### config.mk
export PLATFORM = sky130hd
export DESIGN_NAME = conv_seq
export DESIGN_NICKNAME = d
export VERILOG_FILES = /design/src/rtl/conv_seq_pkg.sv /design/src/rtl/cs_sync.sv /design/src/rtl/cs_cmd_reg.sv /design/src/rtl/cs_engine.sv /design/src/rtl/cs_hold.sv /design/src/rtl/conv_seq.sv
export SDC_FILE = /design/constraint.sdc
export NUM_CORES = 1
export LEC_CHECK = 0
export BUFFER_PORTS_ARGS = -buffer_cell sky130_fd_sc_hd__buf_2
export CAP_MARGIN = 10
export CORE_ASPECT_RATIO = 1.4
export CORE_MARGIN = 5
export CORE_UTILIZATION = 40
export DETAILED_ROUTE_END_ITERATION = 8
export PLACE_DENSITY = 0.63
export SYNTH_ARGS = -nofsm -noshare
export SYNTH_HDL_FRONTEND = slang
export SYNTH_SLANG_ARGS = --single-unit
### constraint.sdc
create_clock -name clk -period 5.9 [get_ports clk]
set_clock_uncertainty 0.05 [all_clocks]
set_input_delay 0.295 -clock clk [delete_from_list [all_inputs] [get_ports clk]]
set_output_delay 0.295 -clock clk [all_outputs]
set_load 0.02 [all_outputs]
### src/rtl/conv_seq_pkg.sv
package conv_seq_pkg;

  localparam int NCH     = 2;
  localparam int CH_V    = 0;
  localparam int CH_I    = 1;
  localparam int CMD_W   = 5;
  localparam int B_VCONT = 0;
  localparam int B_VONCE = 1;
  localparam int B_ICONT = 2;
  localparam int B_IONCE = 3;
  localparam int B_RANGE = 4;

  typedef enum logic [1:0] {
    ST_IDLE,
    ST_START,
    ST_WAIT,
    ST_COMMIT
  } seq_state_t;

  // Channels a mode word asks for (free-running or single).
  function automatic logic [NCH-1:0] want_mask(input logic [CMD_W-1:0] m);
    logic [NCH-1:0] r;
    r[CH_V] = m[B_VCONT] | m[B_VONCE];
    r[CH_I] = m[B_ICONT] | m[B_IONCE];
    return r;
  endfunction

  // Channels with an outstanding single request.
  function automatic logic [NCH-1:0] once_mask(input logic [CMD_W-1:0] m);
    logic [NCH-1:0] r;
    r[CH_V] = m[B_VONCE];
    r[CH_I] = m[B_IONCE];
    return r;
  endfunction

  // Mode word bits holding the single requests of a channel mask.
  function automatic logic [CMD_W-1:0] once_bits(input logic [NCH-1:0] ch);
    logic [CMD_W-1:0] r;
    r = '0;
    r[B_VONCE] = ch[CH_V];
    r[B_IONCE] = ch[CH_I];
    return r;
  endfunction

endpackage

### src/rtl/cs_sync.sv
module cs_sync #(
  parameter int STAGES = 2
) (
  input  logic clk,
  input  logic rst_n,
  input  logic async_in,
  output logic rise_o
);
  logic [STAGES:0] pipe;

  always_ff @(posedge clk or negedge rst_n) begin
    if (!rst_n) pipe <= '0;
    else        pipe <= {pipe[STAGES-1:0], async_in};
  end

  // Rising edge seen between the last synchroniser stage and the one after.
  assign rise_o = pipe[STAGES-1] & ~pipe[STAGES];
endmodule

### src/rtl/cs_cmd_reg.sv
module cs_cmd_reg
  import conv_seq_pkg::*;
(
  input  logic             clk,
  input  logic             rst_n,
  input  logic             cmd_wr,
  input  logic [CMD_W-1:0] cmd_data,
  input  logic             pin_rise,
  input  logic             eng_idle,
  input  logic [NCH-1:0]   done_mask,
  output logic [CMD_W-1:0] mode_q
);
  logic [NCH-1:0] sel_q;
  logic           pin_arm;

  assign pin_arm = pin_rise & eng_idle;

  always_ff @(posedge clk or negedge rst_n) begin
    if (!rst_n) begin
      mode_q <= '0;
      sel_q  <= '0;
    end else if (cmd_wr) begin
      mode_q <= cmd_data;
      if (|want_mask(cmd_data)) sel_q <= want_mask(cmd_data);
    end else begin
      mode_q <= (mode_q & ~once_bits(done_mask))
              | (pin_arm ? once_bits(sel_q) : '0);
    end
  end
endmodule

### src/rtl/cs_engine.sv
module cs_engine
  import conv_seq_pkg::*;
#(
  parameter int DW          = 12,
  parameter int CONV_CYCLES = 15000
) (
  input  logic                    clk,
  input  logic                    rst_n,
  input  logic [CMD_W-1:0]        mode_q,
  input  logic                    rd_busy,
  input  logic                    adc_done,
  input  logic [DW-1:0]           adc_data,
  output logic                    adc_start,
  output logic                    adc_chan,
  output logic                    eng_idle,
  output logic                    commit_evt,
  output logic                    cap_evt,
  output logic [NCH-1:0]          snap_q,
  output logic [NCH-1:0][DW-1:0]  stage_q
);
  localparam int TW = $clog2(CONV_CYCLES + 1);
  localparam logic [TW-1:0] TMAX = TW'(CONV_CYCLES);

  seq_state_t     st;
  logic [TW-1:0]  tmr;
  logic           cur;
  logic           tmr_done;
  logic [NCH-1:0] want;

  assign want       = want_mask(mode_q);
  assign tmr_done   = (tmr >= TMAX);
  assign adc_start  = (st == ST_START);
  assign adc_chan   = cur;
  assign eng_idle   = (st == ST_IDLE);
  assign cap_evt    = (st == ST_WAIT) & tmr_done & adc_done;
  assign commit_evt = (st == ST_COMMIT) & ~rd_busy;

  always_ff @(posedge clk or negedge rst_n) begin
    if (!rst_n) begin
      st      <= ST_IDLE;
      tmr     <= '0;
      cur     <= 1'b0;
      snap_q  <= '0;
      stage_q <= '0;
    end else begin
      unique case (st)
        ST_IDLE: if (|want) begin
          snap_q <= want;
          cur    <= ~want[CH_V];
          st     <= ST_START;
        end
        ST_START: begin
          tmr <= TW'(1);
          st  <= ST_WAIT;
        end
        ST_WAIT: begin
          if (!tmr_done) tmr <= tmr + TW'(1);
          if (cap_evt) begin
            stage_q[cur] <= adc_data;
            if (!cur && snap_q[CH_I]) begin
              cur <= 1'b1;
              st  <= ST_START;
            end else begin
              st  <= ST_COMMIT;
            end
          end
        end
        ST_COMMIT: if (!rd_busy) st <= ST_IDLE;
        default: st <= ST_IDLE;
      endcase
    end
  end
endmodule

### src/rtl/cs_hold.sv
module cs_hold
  import conv_seq_pkg::*;
#(
  parameter int DW = 12
) (
  input  logic                   clk,
  input  logic                   rst_n,
  input  logic                   commit_evt,
  input  logic [NCH-1:0]         snap_q,
  input  logic [NCH-1:0][DW-1:0] stage_q,
  output logic [NCH-1:0][DW-1:0] res_q,
  output logic [NCH-1:0]         valid_q
);
  for (genvar c = 0; c < NCH; c++) begin : g_ch
    always_ff @(posedge clk or negedge rst_n) begin
      if (!rst_n) begin
        res_q[c]   <= '0;
        valid_q[c] <= 1'b0;
      end else if (commit_evt && snap_q[c]) begin
        res_q[c]   <= stage_q[c];
        valid_q[c] <= 1'b1;
      end
    end
  end
endmodule

### src/rtl/conv_seq.sv
module conv_seq
  import conv_seq_pkg::*;
#(
  parameter int DW          = 12,
  parameter int CONV_CYCLES = 15000
) (
  input  logic             clk,
  input  logic             rst_n,
  input  logic             cmd_wr,
  input  logic [CMD_W-1:0] cmd_data,
  input  logic             conv_pin,
  input  logic             rd_busy,
  input  logic             adc_done,
  input  logic [DW-1:0]    adc_data,
  output logic             adc_start,
  output logic             adc_chan,
  output logic             adc_range,
  output logic [CMD_W-1:0] mode_q,
  output logic [DW-1:0]    volt_res,
  output logic [DW-1:0]    curr_res,
  output logic             volt_valid,
  output logic             curr_valid,
  output logic             seq_busy,
  output logic             rd_nack
);
  logic                   pin_rise;
  logic                   eng_idle;
  logic                   commit_evt;
  logic                   cap_evt;
  logic [NCH-1:0]         snap_q;
  logic [NCH-1:0]         done_mask;
  logic [NCH-1:0][DW-1:0] stage_q;
  logic [NCH-1:0][DW-1:0] res_q;
  logic [NCH-1:0]         valid_q;

  cs_sync #(.STAGES(2)) u_sync (
    .clk(clk), .rst_n(rst_n), .async_in(conv_pin), .rise_o(pin_rise)
  );

  assign done_mask = commit_evt ? snap_q : '0;

  cs_cmd_reg u_cmd (
    .clk(clk), .rst_n(rst_n), .cmd_wr(cmd_wr), .cmd_data(cmd_data),
    .pin_rise(pin_rise), .eng_idle(eng_idle), .done_mask(done_mask),
    .mode_q(mode_q)
  );

  cs_engine #(.DW(DW), .CONV_CYCLES(CONV_CYCLES)) u_eng (
    .clk(clk), .rst_n(rst_n), .mode_q(mode_q), .rd_busy(rd_busy),
    .adc_done(adc_done), .adc_data(adc_data), .adc_start(adc_start),
    .adc_chan(adc_chan), .eng_idle(eng_idle), .commit_evt(commit_evt),
    .cap_evt(cap_evt), .snap_q(snap_q), .stage_q(stage_q)
  );

  cs_hold #(.DW(DW)) u_hold (
    .clk(clk), .rst_n(rst_n), .commit_evt(commit_evt), .snap_q(snap_q),
    .stage_q(stage_q), .res_q(res_q), .valid_q(valid_q)
  );

  assign volt_res   = res_q[CH_V];
  assign curr_res   = res_q[CH_I];
  assign volt_valid = valid_q[CH_V];
  assign curr_valid = valid_q[CH_I];
  assign adc_range  = mode_q[B_RANGE];
  assign seq_busy   = ~eng_idle;
  assign rd_nack    = |once_mask(mode_q);
endmodule

==> impl_metrics.tcl <==
set metrics [dict create \
    die_y_um 119 \
    vias 2216 \
    wl_met3_um 365 \
    tightest_slew_ns 0.981 \
    viasPerCell 5.21 \
    cts_resized 0 \
    relSlewSlack_pct 34.6 \
    fin_crit_sh_pct 36.9 \
    worstSetupStartpointType "register" \
    synthArstFlopShare_pct 100 \
    ys.flop_type "dfrtp_1" \
    grt_max_degree 80 \
    cts_root_buf "clkbuf_16" \
    worstSetupPathType "register to register" \
    synthCells 262 \
    ys_warn_count 0 \
    rows 39 \
    period_needed_ns 2.17 \
    drt-met1-wl_um 2960 \
    powerDensity_nw_per_um2 279 \
    cp_max_fo 12 \
    outcome "completed" \
    wl_um 6780 \
    wl_per_cell_um 16.0 \
    hold_end "u_sync.pipe[0]" \
    cellLeakagePower_nw 2.08 \
    hold_class "input pin to register" \
    ir_drop_mv 0.199 \
    holdPathStages 1 \
    tritoncts.num_buffers 9 \
    ys_types 44 \
    coreArea_um2 8200 \
    cts_tree "yes" \
    die_area_um2 10400 \
    grt_pass1_wl_um 11600 \
    syn_area_um2 3380 \
    final_common_cell "dfrtp_1" \
    n_fill_cell 776 \
    rsz0062_at_grt "false" \
    synth_edf_count 0 \
    ant_nets 0 \
    required_ns 6.06 \
    layout_common_cells "dfrtp_1 (79), buf_2 (57), mux2_2 (53), nand2_1 (25), inv_1 (11)" \
    clk_latency_ns 0.33 \
    port_buffers 58 \
    start_util_pct 41.2 \
    dr_wl_met2_um 3350 \
    dr.pass1.iters 4 \
    die_width_um 87.6 \
    multiInputGateArea_um2 1280 \
    ctsLongestPathBuffers 2 \
    grt_usage_pct 14.3 \
    cts_setup_buffers 0 \
    arrival_ns 2.34 \
    path_cells "a211o_2, a311oi_4, or4_4, mux2_2" \
    antenna_found_initial 0 \
    crit_slowest_cell "a311oi_4" \
    dp_hpwl_um 4730 \
    final_hold_viol_count 0 \
    rrSetupSlack_ns 3.73 \
    holdWs_ns 0.0191 \
    seq_area_frac_synth_pct 58.6 \
    placed_cell_area_um2 3730 \
    synth_area_per_cell_um2 12.9 \
    fmax_ghz 0.460 \
    maxSlewViolCount 0 \
    r2r-start "u_eng.tmr[3]" \
    fin_nets 344 \
    r2r-end "u_eng.stage_q[11]" \
    cts_sinks 79 \
    crit_path_max_incr_delay_ns 0.50 \
    gr-total-overflow 0 \
    drive_above_1_share_pct 40.2 \
    drc 0 \
    cts_max_level 3 \
    setup_viol 0 \
    synth-seq-cells 79 \
    rr_worst_depth 4 \
    diodes 0 \
    cts.clk_slew.worst_paths_ns 0.06 \
    seq_area_um2 1980 \
    grt_pass1_vias 2353 \
    synth_nets 287 \
    top_layer "met4" \
    fin_tns_setup_ns 0 \
    drv_cap 0 \
    syn2layout_area_growth_pct 18.8 \
    drt_iter0_markers 226 \
    ios 59 \
    gp_congestion 0.882 \
    postCtsHoldBufs 0 \
    design_area_um2 4010 \
    hp-start "conv_pin" \
    endpoint_kind "register" \
]
## layer usage
layer  GRT usage, %  up-vias
met1           18.5     1099
met4           6.62        0
li1               -     1057
met2           21.7       52
met3           4.24        8
met5              0        -
## logic make-up (layout without fill, tap and decap cells)
kind of cell	after synthesis	after routing	share of synthesized area, %
AOI/OAI and AO/OA	34	34	7.93
and+or+nand+nor	64	64	9.90
buffers and inverters	24	85	3.41
DFF	79	79	58.6
muxes	59	59	19.5
adders and majority gates	2	2	0.741
## final cells by class
type | count | area share [%]
Sequential cell | 79 | 49.3
Multi-Input combinational cell | 159 | 32.0
Timing Repair Buffer | 59 | 7.49
Clock buffer | 11 | 5.80
Tap cell | 102 | 3.18
Clock inverter | 4 | 1.19
Inverter | 11 | 1.03
## power breakdown
group | internal [mW] | switching, mW
sequential | 0.548 | 0.00452
combinational | 0.0128 | 0.0246
clock | 0.324 | 0.205
total | 0.884 | 0.234
## flip-flops by register name (all words and copies together) (netlist names)
register        cells
u_eng.st            2
u_cmd.mode_q        5
u_eng.stage_q      24
u_hold.valid_q      2
u_sync.pipe         3
u_eng.tmr          14
u_hold.res_q       24
u_eng.adc_chan      1
u_eng.snap_q        2
u_cmd.sel_q         2
## how the worst max path moves through the flow
| stage | end | cells past startpoint | startpoint |
|---|---|---|---|
| CTS | u_eng.stage_q[11] | 4 | u_eng.tmr[3] |
| global placement | u_eng.stage_q[0] | 4 | u_eng.tmr[3] |
| finish | u_eng.stage_q[11] | 4 | u_eng.tmr[3] |
| floorplan | u_eng.stage_q[10] | 5 | u_eng.tmr[3] |
| global route | u_eng.stage_q[10] | 4 | u_eng.tmr[3] |
| detailed placement | u_eng.stage_q[11] | 4 | u_eng.tmr[3] |
## Yosys cell counts, drive strengths merged (3+ instances only)
| master | count | area share [%] |
|---|---|---|
| nor2 | 8 | 0.89 |
| nand2 | 25 | 2.8 |
| nand2b | 5 | 0.93 |
| dfrtp | 79 | 59 |
| nand3 | 5 | 0.74 |
| clkbuf | 5 | 0.56 |
| o21ai | 11 | 1.6 |
| and3 | 3 | 0.56 |
| mux2i | 6 | 1.8 |
| buf | 8 | 1.6 |
| and4 | 3 | 0.78 |
| nor4 | 3 | 0.74 |
| mux2 | 53 | 18 |
| a211o | 3 | 0.82 |
| o221ai | 5 | 1.3 |
| inv | 11 | 1.2 |
## through the flow
step	power [mW]	setup slack, ns	instances	util (%)
detailed placement	0.601	3.74	410	45.5
CTS	1.13	3.74	425	48.9
floorplan	0.575	3.85	262	-
finish	1.12	3.73	425	48.9
global placement	0.600	3.79	410	45.5
global route	1.16	3.64	425	48.9
## critical path, delay by kind of cell, from the launching register on
kind,cells,cell delay [ns]
simple gates,1,0.33
mux,1,0.36
compound gates,2,0.89
flops,1,0.43
Note: power is estimated with default switching activity, not from simulation.
